**src/rtl/pir_cfg_pkg.sv**
```systemverilog
package pir_cfg_pkg;
  typedef enum logic [2:0] {
    ST_IDLE,
    ST_TX,
    ST_TX_GUARD,
    ST_RX,
    ST_RX_GUARD
  } seq_st_e;
endpackage

```
**src/rtl/pir_tick_timer.sv**
```systemverilog
// Free-running interval counter: expire_o pulses on the last cycle of each
// interval of limit_i cycles, then the count restarts.
module pir_tick_timer #(
  parameter int CW = 8
) (
  input  logic          clk,
  input  logic          rst,
  input  logic          clr_i,
  input  logic [CW-1:0] limit_i,
  output logic          expire_o
);
  logic [CW-1:0] cnt_q;

  assign expire_o = (cnt_q == limit_i - CW'(1));

  always_ff @(posedge clk) begin
    if (rst || clr_i || expire_o) cnt_q <= '0;
    else                          cnt_q <= cnt_q + CW'(1);
  end


  no_overrun_chk: assert property (@(posedge clk) disable iff (rst)
    !clr_i |-> (cnt_q < limit_i));
endmodule

```
**src/rtl/pir_deadline.sv**
```systemverilog
// Counts cycles of a running sequence; hit_o is high during the cycle whose
// closing edge is the LIMIT-th edge after arming.
module pir_deadline #(
  parameter int LIMIT = 100
) (
  input  logic clk,
  input  logic rst,
  input  logic arm_i,
  input  logic run_i,
  output logic hit_o
);
  localparam int CW = $clog2(LIMIT + 1);
  logic [CW-1:0] cnt_q;

  assign hit_o = run_i && (cnt_q == CW'(LIMIT - 1));

  always_ff @(posedge clk) begin
    if (rst || arm_i)          cnt_q <= '0;
    else if (run_i && !hit_o)  cnt_q <= cnt_q + CW'(1);
  end


  cnt_bound_chk: assert property (@(posedge clk) disable iff (rst)
    cnt_q < CW'(LIMIT));
endmodule

```
**src/rtl/pir_cfg_engine.sv**
```systemverilog
module pir_cfg_engine
  import pir_cfg_pkg::*;
#(
  parameter int          WORD_W         = 48,
  parameter int          HALF_TICKS     = 62500,
  parameter int          GUARD_TICKS    = 3750000,
  parameter int          DEADLINE_TICKS = 175000000,
  parameter int          TRAIL_W        = 5,
  parameter logic [4:0]  TRAIL_SEQ      = 5'b10110
) (
  input  logic              clk,
  input  logic              rst,
  input  logic              start_i,
  input  logic [WORD_W-1:0] settings_i,
  input  logic              sdata_i,
  output logic              sclk_o,
  output logic              sdata_o,
  output logic              sdata_oe_o,
  output logic              busy_o,
  output logic              done_o,
  output logic              match_o,
  output logic              timeout_o
);
  localparam int TX_W = WORD_W - 1 + TRAIL_W;
  localparam int MAXT = (GUARD_TICKS > HALF_TICKS) ? GUARD_TICKS : HALF_TICKS;
  localparam int TCW  = $clog2(MAXT + 1);
  localparam int BCW  = $clog2(TX_W + 1);

  seq_st_e           st_q;
  logic              phase_q;
  logic [BCW-1:0]    bit_q;
  logic [TX_W-1:0]   tx_sr;
  logic [WORD_W-1:0] rx_sr;
  logic [WORD_W-1:0] want_q;
  logic              sdi_s1, sdi_s2;
  logic [TCW-1:0]    lim;
  logic              tmr_exp, dl_hit, accept, finish;

  assign lim    = (st_q == ST_TX_GUARD || st_q == ST_RX_GUARD) ?
                  TCW'(GUARD_TICKS) : TCW'(HALF_TICKS);
  assign accept = (st_q == ST_IDLE) && start_i;
  assign finish = (st_q == ST_RX_GUARD) && tmr_exp;

  pir_tick_timer #(.CW(TCW)) u_tmr (
    .clk(clk), .rst(rst), .clr_i(st_q == ST_IDLE),
    .limit_i(lim), .expire_o(tmr_exp)
  );

  pir_deadline #(.LIMIT(DEADLINE_TICKS)) u_dl (
    .clk(clk), .rst(rst), .arm_i(accept), .run_i(busy_o), .hit_o(dl_hit)
  );

  always_ff @(posedge clk) begin
    if (rst) begin
      sdi_s1 <= 1'b0;
      sdi_s2 <= 1'b0;
    end else begin
      sdi_s1 <= sdata_i;
      sdi_s2 <= sdi_s1;
    end
  end

  always_ff @(posedge clk) begin
    if (rst) begin
      st_q       <= ST_IDLE;
      phase_q    <= 1'b0;
      bit_q      <= '0;
      tx_sr      <= '0;
      rx_sr      <= '0;
      want_q     <= '0;
      sclk_o     <= 1'b0;
      sdata_o    <= 1'b0;
      sdata_oe_o <= 1'b0;
      busy_o     <= 1'b0;
      done_o     <= 1'b0;
      match_o    <= 1'b0;
      timeout_o  <= 1'b0;
    end else if (busy_o && dl_hit && !finish) begin
      st_q       <= ST_IDLE;
      sclk_o     <= 1'b0;
      sdata_o    <= 1'b0;
      sdata_oe_o <= 1'b0;
      busy_o     <= 1'b0;
      done_o     <= 1'b1;
      match_o    <= 1'b0;
      timeout_o  <= 1'b1;
    end else begin
      case (st_q)
        ST_IDLE: if (start_i) begin
          want_q     <= settings_i;
          tx_sr      <= {TRAIL_SEQ, settings_i[WORD_W-1:1]};
          sdata_o    <= settings_i[1];
          sdata_oe_o <= 1'b1;
          sclk_o     <= 1'b0;
          phase_q    <= 1'b0;
          bit_q      <= '0;
          busy_o     <= 1'b1;
          done_o     <= 1'b0;
          match_o    <= 1'b0;
          timeout_o  <= 1'b0;
          st_q       <= ST_TX;
        end
        ST_TX: if (tmr_exp) begin
          if (!phase_q) begin
            sclk_o  <= 1'b1;
            phase_q <= 1'b1;
          end else begin
            sclk_o  <= 1'b0;
            phase_q <= 1'b0;
            if (bit_q == BCW'(TX_W - 1)) begin
              st_q       <= ST_TX_GUARD;
              sdata_oe_o <= 1'b0;
              sdata_o    <= 1'b0;
            end else begin
              bit_q   <= bit_q + BCW'(1);
              tx_sr   <= tx_sr >> 1;
              sdata_o <= tx_sr[1];
            end
          end
        end
        ST_TX_GUARD: if (tmr_exp) begin
          st_q    <= ST_RX;
          bit_q   <= '0;
          phase_q <= 1'b0;
        end
        ST_RX: if (tmr_exp) begin
          if (!phase_q) begin
            sclk_o  <= 1'b1;
            phase_q <= 1'b1;
          end else begin
            sclk_o  <= 1'b0;
            phase_q <= 1'b0;
            rx_sr   <= {sdi_s2, rx_sr[WORD_W-1:1]};
            if (bit_q == BCW'(WORD_W - 1)) st_q <= ST_RX_GUARD;
            else                           bit_q <= bit_q + BCW'(1);
          end
        end
        ST_RX_GUARD: if (tmr_exp) begin
          st_q    <= ST_IDLE;
          busy_o  <= 1'b0;
          done_o  <= 1'b1;
          match_o <= ({rx_sr[WORD_W-1:1], 1'b0} == want_q);
        end
        default: st_q <= ST_IDLE;
      endcase
    end
  end


  idle_quiet_chk: assert property (@(posedge clk) disable iff (rst)
    !busy_o |-> (!sclk_o && !sdata_oe_o));

  drive_in_run_chk: assert property (@(posedge clk) disable iff (rst)
    sdata_oe_o |-> busy_o);

  data_hold_high_chk: assert property (@(posedge clk) disable iff (rst)
    (sclk_o && sdata_oe_o) |=> (!sclk_o || $stable(sdata_o)));

  word_frozen_chk: assert property (@(posedge clk) disable iff (rst)
    (busy_o && $past(busy_o)) |-> $stable(want_q));

  flags_held_chk: assert property (@(posedge clk) disable iff (rst)
    (done_o && !start_i) |=> (done_o && $stable(match_o) && $stable(timeout_o)));

  start_clears_chk: assert property (@(posedge clk) disable iff (rst)
    $rose(busy_o) |-> (!done_o && !match_o && !timeout_o));

  tmo_shape_chk: assert property (@(posedge clk) disable iff (rst)
    timeout_o |-> (done_o && !match_o && !busy_o));
endmodule

```
**config.mk**
```make
export PLATFORM = sky130hd
export DESIGN_NAME = pir_cfg_engine
export DESIGN_NICKNAME = d
export VERILOG_FILES = /design/src/rtl/pir_cfg_pkg.sv /design/src/rtl/pir_tick_timer.sv /design/src/rtl/pir_deadline.sv /design/src/rtl/pir_cfg_engine.sv
export SDC_FILE = /design/constraint.sdc
export NUM_CORES = 1
export LEC_CHECK = 0
export BUFFER_PORTS_ARGS = -buffer_cell sky130_fd_sc_hd__buf_2
export CAP_MARGIN = 0
export CORE_UTILIZATION = 45
export CTS_CLUSTER_DIAMETER = 40
export CTS_CLUSTER_SIZE = 20
export DETAILED_ROUTE_END_ITERATION = 8
export GPL_ROUTABILITY_DRIVEN = 0
export PLACE_DENSITY = 0.61
export SLEW_MARGIN = 0
export SYNTH_ARGS = -nofsm -noshare
export SYNTH_HDL_FRONTEND = slang
export SYNTH_SLANG_ARGS = --single-unit
export TNS_END_PERCENT = 50
```
**constraint.sdc**
```tcl
create_clock -name clk -period 3 [get_ports clk]
set_input_delay 0.15 -clock clk [delete_from_list [all_inputs] [get_ports clk]]
set_output_delay 0.15 -clock clk [all_outputs]
set_load 0.01 [all_outputs]
```
==> results of run 1 <==
-- Yosys cell counts (all sizes together), types with 3 or more instances --
cell type	number
ha	3
or4	3
nor4	10
and3	20
buf	31
or3	8
inv	23
o22ai	4
and2	7
o211ai	4
nor2b	6
xnor2	43
clkbuf	40
a211oi	50
o21ai	17
nor2	63
xor2	36
nand4	14
dfxtp	215
a21oi	161
nor4b	7
and4	11
mux2i	48
nor4bb	5
nand2	223
nand2b	3
nand3	34
o31ai	5
a221oi	3
nor3	6
-- per-stage QoR --
step | instance area [um2] | hold slack (ps) | setup TNS (ps) | util [%] | total power, mW
after global routing | 11800 | 108 | -3.21 | 57.4 | 7.97
after global placement | 10000 | 406 | 0 | 49.0 | 3.55
final | 11800 | 98.9 | 0 | 57.4 | 7.69
after CTS | 11800 | 81.9 | 0 | 57.4 | 7.77
after detailed placement | 10000 | 394 | 0 | 49.0 | 3.56
after floorplan | 9530 | 278 | 0 | - | 3.41
-- kinds of logic (layout without fill, tap and decap cells) --
family                     count (synthesis)  after routing  share of synthesized area, %
and+or+nand+nor                          427            428                          20.9
muxes                                     49             49                          5.20
xor gates and xnor gates                  79             79                          7.26
DFF                                      215            215                          45.2
buffers and inverters                     95            212                          4.44
AOI/OAI and AO/OA                        265            265                          16.6
adders and majority gates                  3              3                         0.394
-- layout make-up --
type	count	area (um2)
well taps	270	338
repair buffers	124	948
fillers	1900	8720
clock inverters	20	254
inverters	24	90.1
flip-flops and latches	215	4300
clock buffers	44	981
multi-input cells	824	4850
-- layer usage --
layer | GRT usage [%] | share of wire, %
met3 | 3.77 | 4.0
met2 | 36.6 | 47
met4 | 6.91 | 1.8
met5 | 0 | 0
met1 | 29.1 | 47
-- timing repair --
item,4_1_cts,5_1_grt
setup endpoints to repair,0,15
endpoints found under the hold margin,60,0
gates resized for setup,0,1
buffers inserted,0,0
hold buffers,49,0
-- sequential cells by signal, summed over array words and instances, names as in the netlist, 3 cells and up --
| register | cells |
|---|---|
| want_q | 48 |
| u_dl.cnt_q | 28 |
| rx_sr | 47 |
| bit_q | 6 |
| st_q | 3 |
| u_tmr.cnt_q | 22 |
| tx_sr | 51 |
-- worst paths after layout --
kind	from	endpoint	slack, ps	depth (start not counted)
worst max-delay path	u_dl.cnt_q[0]	tx_sr[43]	230	9
worst min-delay path	rst	phase_q	100	2
worst max register to register	u_dl.cnt_q[0]	tx_sr[43]	230	9
worst min register to register	sdi_s2	rx_sr[47]	450	2
-- power by group --
| group | switching [mW] | internal, mW | total, mW |
|---|---|---|---|
| combinational | 0.299 | 0.230 | 0.528 |
| clock | 1.50 | 2.64 | 4.14 |
| sequential | 0.0648 | 2.96 | 3.02 |
| total | 1.86 | 5.83 | 7.69 |
-- worst max-delay path: stages (launching register included) --
cell and delay [ps]:
sky130_fd_sc_hd__dfxtp_1 370, sky130_fd_sc_hd__ha_1 260, sky130_fd_sc_hd__and3_1 240, sky130_fd_sc_hd__and4_1 270, sky130_fd_sc_hd__nand3_1 210, sky130_fd_sc_hd__a31oi_4 440, sky130_fd_sc_hd__nor2_4 70, sky130_fd_sc_hd__and2_2 320
sky130_fd_sc_hd__buf_12 230, sky130_fd_sc_hd__a211oi_1 240
==> flow_summary.json, run 1 <==
{
  "antenna_cells_inserted": 0,
  "io_pins": 59,
  "post-place-cells": 1407,
  "total_congestion_overflow_after_global_routing": 0,
  "drive_above_1_share_pct": 11.8,
  "yosysWarningCount": 0,
  "post_synth.cell_area_avg_um2": 8.41,
  "cellPowerDensity_mw_per_mm2": 653,
  "grt_setup_unrepaired": "yes",
  "dr.first_iter.drc_count": 441,
  "critPathMaxFanout": 35,
  "globalRouteTotalUtil_pct": 22.0,
  "drt-vias-per-instance": 5.42,
  "share_of_synthesized_flip_flops_with_an_asynchronous_set_or_reset_pct": 0,
  "synth-seq-cells": 215,
  "die_height_um": 148,
  "die_span_x_um": 148,
  "detailroute.via_count": 8248,
  "floorplan.die_area_mm2": 0.0218,
  "routed_wirelength_um": 23800,
  "final_net_count": 1279,
  "synth_ff_type": "sky130_fd_sc_hd__dfxtp_1",
  "worstSetupStartpointType": "register",
  "grt_pass1_wl_um": 39500,
  "mostFrequentLayoutCell": "sky130_fd_sc_hd__nand2_1",
  "cts-htree-levels": 2,
  "worst_clock_skew_ps": 19.0,
  "yosysTopAreaCell": "sky130_fd_sc_hd__dfxtp_1",
  "wl_per_cell_um": 15.7,
  "mappedNetlistArea_mm2": 0.00953,
  "cts_sinks": 215,
  "min_path_type": "input pin to register",
  "slew-limit-headroom_pct": 52.0,
  "clockBufferDepth": 3,
  "hold_viol_final": 0,
  "cellLeakagePower_nw": 4.43,
  "worst_setup_path_end_kind": "register",
  "synthTopCellsByArea": "sky130_fd_sc_hd__dfxtp_1 (45%), sky130_fd_sc_hd__nand2_1 (8.8%), sky130_fd_sc_hd__a21oi_1 (8.5%)",
  "setup_ws_ps": 231,
  "timing.final.max_slew_violations": 0,
  "hpwlAfterDp_um": 15500,
  "maximum_number_of_pins_on_one_net_before_global_route_repair": 66,
  "run_status": "complete, no violations",
  "postSynthCellCount": 1133,
  "core_area_mm2": 0.0205,
  "crit_type": "register to register",
  "syn_to_final_growth_pct": 23.5,
  "yosys.area.top_type_share_pct": 45.2,
  "rows": 52,
  "clock_insertion_delay_worst_skew_ps": 510,
  "worst_ep_required_time_ps": 3410,
  "max_rail_drop_vdd_v": 0.000522,
  "clkTransAtPathRegs_ps": 50,
  "syn_nets": 1188,
  "synth_enable_flop_cells": 0,
  "timing_worst_slew_pin_value_ps": 719,
  "finalWorstPathRequiredPeriod_ps": 2770,
  "placement.setup.worst_slack_ps": 207,
  "number_of_routed_nets_with_antenna_violations": 0,
  "report.final.setup_viol": 0,
  "number_of_detailed_routing_iterations_run_before_antenna_repair": 5,
  "finalCritPeriodShare_pct": 92.3,
  "final-instance-count-excl-fill": 1521,
  "mostFrequentLayoutCells": "sky130_fd_sc_hd__nand2_1 (223), sky130_fd_sc_hd__dfxtp_1 (215), sky130_fd_sc_hd__a21oi_1 (161)",
  "initial_utilization_pct": 46.5,
  "cts_tree": "done",
  "cp.arrival_ps": 3180,
  "place.port_buffers": 58,
  "grt_pass1_vias": 7920,
  "fmax_mhz": 361,
  "cts-root-buf": "sky130_fd_sc_hd__clkbuf_16",
  "synth_seq_area_share_pct": 45.2,
  "numCtsBuffers": 35,
  "initial_antenna_violation_count": 0,
  "max_cap_viol_count": 0,
  "synthDistinctLibCells": 59,
  "detail_route.drc_violations": 0
}
(Power assumes the default switching activity.)
==> run 2: changes to the inputs <==
- CORE_UTILIZATION: 45 -> 30
- PLACE_DENSITY: 0.61 -> 0.44
- SYNTH_HIERARCHICAL: default -> 1
==> flow_summary.json, run 2 <==
{
  "mappedNetlistArea_mm2": 0.0105,
  "timing_worst_slew_pin_value_ps": 874,
  "initial_utilization_pct": 30.5,
  "yosysWarningCount": 6,
  "totalPowerFinal_mw": 10.5,
  "final_net_count": 1538,
  "hold_viol_final": 0,
  "min_path_type": "input pin to register",
  "drt-vias-per-instance": 4.79,
  "share_of_synthesized_flip_flops_with_an_asynchronous_set_or_reset_pct": 0,
  "worst_hold_path.endpoint": "sclk_o",
  "run_status": "finished, violations left",
  "clkTransAtPathRegs_ps": 40,
  "setup_ws_ps": -348,
  "reg_to_reg_setup_timing_slack_ps": -350,
  "worstSetupStartpointType": "register",
  "yosys.area.top_type_share_pct": 40.8,
  "syn_to_final_growth_pct": 36.3,
  "regMostFlops": "tx_sr",
  "detail_route.drc_violations": 0,
  "hold-worst-slack_ps": 160,
  "yosysTopAreaCell": "sky130_fd_sc_hd__dfxtp_1",
  "die_height_um": 190,
  "number_of_detailed_routing_iterations_run_before_antenna_repair": 5,
  "drive_above_1_share_pct": 20.8,
  "fmax_mhz": 299,
  "leading_cell_type_by_number_of_instances_after_synthesis": "sky130_fd_sc_hd__nand2_1",
  "critPathMaxFanout": 7,
  "cp_slowest_cell": "sky130_fd_sc_hd__dfxtp_2",
  "detailroute.via_count": 9423,
  "hpwlAfterDp_um": 18800,
  "clockBufferDepth": 3,
  "ff2ff_path_depth": 19,
  "numCtsBuffers": 40,
  "finalCritPeriodShare_pct": 112,
  "synthTopCellsByArea": "sky130_fd_sc_hd__dfxtp_1 (41%), sky130_fd_sc_hd__nand2_1 (12%), sky130_fd_sc_hd__xnor2_1 (7.4%)",
  "dr.first_iter.drc_count": 538,
  "synth_seq_area_share_pct": 40.8,
  "post-place-cells": 1818,
  "cts-htree-levels": 2,
  "synth.cells.most_frequent": "sky130_fd_sc_hd__nand2_1 (325), sky130_fd_sc_hd__dfxtp_1 (215), sky130_fd_sc_hd__a21oi_1 (114), sky130_fd_sc_hd__nor2_1 (108), sky130_fd_sc_hd__xnor2_1 (89)",
  "wl_per_cell_um": 15.5,
  "synth_ff_type": "sky130_fd_sc_hd__dfxtp_1",
  "r2r-start": "st_q[1]",
  "rows": 68,
  "holdCritStartpoint": "start_i",
  "routed_wirelength_um": 30500,
  "final-instance-count-excl-fill": 1969,
  "cellPowerDensity_mw_per_mm2": 729,
  "cellLeakagePower_nw": 5.24,
  "io_pins": 59,
  "failed_checks": "setup timing",
  "place.port_buffers": 58,
  "crit_path_cell_trace": "xor2_1, nor2b_4, clkinvlp_4, buf_6, buf_6, nor3_4, nor3b_2, o21bai_1, a22oi_1, o211ai_1, nor4_4, buf_12, nand2_4, o21ai_2, and3_4, buf_4, clkbuf_16, nor2_1, a311oi_2",
  "synth_enable_flop_cells": 0,
  "initial_antenna_violation_count": 1,
  "number_of_routed_nets_with_antenna_violations": 0,
  "report.final.setup_viol": 160,
  "mostFrequentLayoutCell": "sky130_fd_sc_hd__nand2_1",
  "placement.setup.worst_slack_ps": -704,
  "floorplan.die_area_mm2": 0.0359,
  "timing.final.max_slew_violations": 0,
  "final_core_utilization_pct": 41.6,
  "largest_register_ff_count": 51,
  "min_delay_path_depth": 4,
  "worst_setup_path_end_kind": "register",
  "die_span_x_um": 190,
  "post_synth.cell_area_avg_um2": 8.17,
  "core_area_mm2": 0.0345,
  "crit_top_cell": "sky130_fd_sc_hd__buf_6",
  "cts_sinks": 215,
  "cp.arrival_ps": 3760,
  "cts_tree": "done",
  "grt_pass1_vias": 9088,
  "synth-seq-cells": 215,
  "critical_path.max_stage_delay_ps": 320,
  "worst_clock_skew_ps": 30.2,
  "mostFrequentLayoutCells": "sky130_fd_sc_hd__nand2_1 (321), sky130_fd_sc_hd__dfxtp_1 (213), sky130_fd_sc_hd__nor2_1 (108)",
  "grt_setup_unrepaired": "yes",
  "reg2reg_to": "tx_sr[2]",
  "crit_type": "register to register",
  "biggestRegsByFlops": "tx_sr (51), want_q (48), rx_sr (47)",
  "grt_pass1_wl_um": 48000,
  "total_congestion_overflow_after_global_routing": 0,
  "maximum_number_of_pins_on_one_net_before_global_route_repair": 83,
  "globalRouteTotalUtil_pct": 16.6,
  "synthDistinctLibCells": 69,
  "worst_ep_required_time_ps": 3420,
  "clock_insertion_delay_worst_skew_ps": 530,
  "slew-limit-headroom_pct": 41.8,
  "max_cap_viol_count": 0,
  "cts-root-buf": "sky130_fd_sc_hd__clkbuf_16",
  "postSynthCellCount": 1291,
  "max_rail_drop_vdd_v": 0.000322,
  "finalWorstPathRequiredPeriod_ps": 3350
}
[run 2: cell count changes after synthesis, sizes merged, moves of 41 or more]
cell,previous run,this run
nand2,223,325
a211oi,50,2
a21oi,161,114
a311oi,1,48
xnor2,43,89
nor2,63,108
mux2i,48,7
[run 2: report_power, final]
group          switching (mW)  internal [mW]  total [mW]
logic                    1.31          0.972        2.28
registers               0.152           3.11        3.26
clock network            1.59           3.36        4.95
[run 2: metal layers]
layer  global-route usage (%)  routed length, um  part of all wire, %  up-vias
li1                         -                  -                    -     4793
met1                     22.0              14700                   48     4454
met2                     27.1              14300                   47      130
met3                     3.04                986                  3.2       46
met4                     5.06                556                  1.8        0
met5                        0                  0                    0        -
[run 2: stage by stage]
| stage | area, um2 | setup TNS, ps |
|---|---|---|
| 2_1_floorplan | 10900 | -157570 |
| 3_5_place_dp | 11800 | -64670 |
| 3_3_place_gp | 11800 | -57890 |
| 6_report | 14400 | -41650 |
| 4_1_cts | 14100 | -52550 |
| 5_1_grt | 14400 | -84250 |
[run 2: cells by family (layout without fill, tap and decap cells)]
| kind of cell | Yosys count | count (layout) | synth area share (%) |
|---|---|---|---|
| adders and majority gates | 4 | 4 | 0.475 |
| AOI/OAI and AO/OA | 228 | 228 | 16.5 |
| buffers and inverters | 96 | 275 | 4.67 |
| other | 2 | 46 | 0.0712 |
| xor gates and xnor gates | 117 | 117 | 9.72 |
| and+or+nand+nor | 622 | 622 | 27.1 |
| DFF | 215 | 215 | 40.8 |
| muxes | 7 | 7 | 0.664 |
[run 2: what timing repair did]
action | CTS | global route
cloned | 6 | 6
pin swaps | 12 | 19
resized for setup | 28 | 23
setup endpoints to repair | 161 | 163
buffers inserted | 8 | 7
endpoints found under the hold margin | 104 | 0
hold buffers | 50 | 0
[run 2: layout make-up]
| type | count | area, um2 |
|---|---|---|
| sequential | 215 | 4310 |
| inverter | 13 | 52.6 |
| tap | 455 | 569 |
| antenna | 1 | 2.50 |
| clock inverter | 24 | 372 |
| timing repair buffer | 189 | 1830 |
| multi-input combinational | 1023 | 6130 |
| clock buffer | 49 | 1120 |
| fill | 3587 | 20200 |
[run 2: worst max-delay path by stage]
stage | from | end | slack (ps) | depth (start not counted)
after floorplan | st_q[1] | tx_sr[10] | -1130 | 20
after global placement | st_q[2] | match_o | -670 | 15
after detailed placement | st_q[2] | match_o | -700 | 15
after CTS | st_q[2] | bit_q[3] | -400 | 15
after global routing | st_q[1] | tx_sr[2] | -590 | 18
final | st_q[1] | tx_sr[2] | -350 | 19
[run 2: critical path: cells and delay by family (launching register included)]
| kind | cells | cell delay [ps] |
|---|---|---|
| buffers and inverters | 6 | 890 |
| AO/OA/AOI/OAI | 5 | 740 |
| XOR/XNOR | 1 | 140 |
| AND/OR/NAND/NOR | 7 | 1140 |
| flip-flops | 1 | 320 |
==> run 3: changes to the inputs <==
- PLACE_DENSITY: 0.44 -> 0.46
- clock period: 3 -> 2.96 ns (I/O delays scaled with it)
==> flow_summary.json, run 3 (synthesis results as in run 2) <==
{
  "clock_insertion_delay_worst_skew_ps": 560,
  "min_path_type": "input pin to register",
  "worst_setup_path_end_kind": "register",
  "cts_tree": "done",
  "detail_route.drc_violations": 0,
  "cts_sinks": 215,
  "number_of_routed_nets_with_antenna_violations": 0,
  "grt_pass1_wl_um": 49400,
  "cts-htree-levels": 2,
  "finalWorstPathRequiredPeriod_ps": 3500,
  "die_span_x_um": 190,
  "max_cap_viol_count": 0,
  "dr.first_iter.drc_count": 439,
  "wl_per_cell_um": 16.1,
  "critPathMaxFanout": 7,
  "final_core_utilization_pct": 44.2,
  "numCtsBuffers": 41,
  "run_status": "finished, violations left",
  "cellPowerDensity_mw_per_mm2": 718,
  "detailroute.via_count": 9646,
  "cp.arrival_ps": 3970,
  "finalInstanceArea_mm2": 0.0153,
  "detailed_place.area_mm2": 0.0118,
  "total_congestion_overflow_after_global_routing": 0,
  "globalRouteTotalUtil_pct": 17.1,
  "layout.area.seq_mm2": 0.00431,
  "floorplan.die_area_mm2": 0.0359,
  "biggestRegsByFlops": "tx_sr (51), want_q (48), rx_sr (47)",
  "cellLeakagePower_nw": 5.61,
  "grt_pass1_vias": 9261,
  "number_of_detailed_routing_iterations_run_before_antenna_repair": 7,
  "finalCritPeriodShare_pct": 118,
  "filler_cells_inserted": 3479,
  "slew-limit-headroom_pct": 52.9,
  "worst_ep_required_time_ps": 3430,
  "hpwlAfterDp_um": 18500,
  "crit_type": "register to register",
  "largest_register_ff_count": 51,
  "placement.setup.worst_slack_ps": -624,
  "worstSetupStartpointType": "register",
  "regMostFlops": "tx_sr",
  "mostFrequentLayoutCells": "sky130_fd_sc_hd__nand2_1 (286), sky130_fd_sc_hd__dfxtp_1 (213), sky130_fd_sc_hd__xnor2_1 (88)",
  "clkTransAtPathRegs_ps": 50,
  "drt-vias-per-instance": 4.83,
  "timing_worst_slew_pin_value_ps": 707,
  "footprint_of_the_multi_input_gates_mm2": 0.00658,
  "clockBufferDepth": 3,
  "timing.final.max_slew_violations": 0,
  "grt_setup_unrepaired": "yes",
  "cts-root-buf": "sky130_fd_sc_hd__clkbuf_16",
  "syn_to_final_growth_pct": 44.8,
  "initial_utilization_pct": 30.5,
  "max_rail_drop_vdd_v": 0.000471,
  "final_net_count": 1565,
  "worst_clock_skew_ps": 26.9,
  "mostFrequentLayoutCell": "sky130_fd_sc_hd__nand2_1",
  "failed_checks": "setup timing",
  "setup_ws_ps": -542,
  "fmax_mhz": 286,
  "maximum_number_of_pins_on_one_net_before_global_route_repair": 95,
  "place.port_buffers": 58,
  "rows": 68,
  "core_area_mm2": 0.0345,
  "report.final.setup_viol": 163,
  "drive_above_1_share_pct": 28.1,
  "die_height_um": 190,
  "hold_viol_final": 0,
  "antenna_cells_inserted": 0,
  "routed_wirelength_um": 32200,
  "io_pins": 59,
  "initial_antenna_violation_count": 0
}
run 3: cell types whose count changed in the layout (fill, tap and decap cells not counted), sizes merged:
cell,delta
clkbuf,+6
dlygate4sd3,-1
diode,-1
inv,+3
clkinv,+6
clkinvlp,-2
bufinv,-2
buf,+19
run 3: layout make-up:
type / instances / share of cell area (%)
Inverter: 13 / 0.361
Clock buffer: 47 / 7.20
Timing Repair Buffer: 215 / 15.0
Tap cell: 455 / 3.73
Sequential cell: 215 / 28.2
Multi-Input combinational cell: 1023 / 43.1
Clock inverter: 29 / 2.49
run 3: metrics by stage:
step	setup TNS, ps	std cells	hold WS, ps	power (mW)
3_5_place_dp	-86560	1827	410	5.21
6_report	-77540	1997	67.2	11.0
3_3_place_gp	-72490	1827	400	5.19
5_1_grt	-113650	1997	88.6	11.5
4_1_cts	-75870	1976	57.2	10.7
2_1_floorplan	-164920	1334	276	4.75
run 3: timing repair:
item                       4_1_cts  5_1_grt
setup endpoints to repair      163      168
cloned                          10       16
buffers inserted                15       10
hold buffers                    49        0
hold endpoints to repair        95        0
gates resized for setup         51      146
pin swaps                       23      102
run 3: worst paths after layout:
check	from	end	slack (ps)	cells past startpoint
max	st_q[2]	want_q[2]	-540	19
min	rst	bit_q[0]	70	2
max reg2reg	st_q[2]	want_q[2]	-540	19
min reg2reg	sdi_s2	rx_sr[47]	440	2
run 3: worst max-delay path, cell delays in order, from the launching register on:
cell and delay, ps:
sky130_fd_sc_hd__dfxtp_2 330, sky130_fd_sc_hd__xor2_2 140, sky130_fd_sc_hd__nor2b_4 190, sky130_fd_sc_hd__clkinvlp_4 170
sky130_fd_sc_hd__buf_6 160, sky130_fd_sc_hd__xor2_2 170, sky130_fd_sc_hd__o21ai_1 90, sky130_fd_sc_hd__nand4_1 120
sky130_fd_sc_hd__a221oi_2 210, sky130_fd_sc_hd__o2111ai_2 170, sky130_fd_sc_hd__nor4_4 350, sky130_fd_sc_hd__buf_6 180
sky130_fd_sc_hd__nand4bb_4 130, sky130_fd_sc_hd__buf_6 140, sky130_fd_sc_hd__buf_6 110, sky130_fd_sc_hd__a31oi_4 200
sky130_fd_sc_hd__buf_12 190, sky130_fd_sc_hd__clkbuf_16 180, sky130_fd_sc_hd__nand2_1 70, sky130_fd_sc_hd__a21oi_1 110
run 3: metal layers:
layer	share of wire (%)	GRT usage, %
met4	1.5	4.68
met1	48	22.6
met5	0	0
met3	3.5	3.45
met2	47	28.0
run 3: power by group:
group	total, mW	switching [mW]	internal [mW]
Combinational	2.66	1.48	1.18
Clock	4.98	1.74	3.25
Sequential	3.32	0.170	3.15
Total	11.0	3.39	7.58
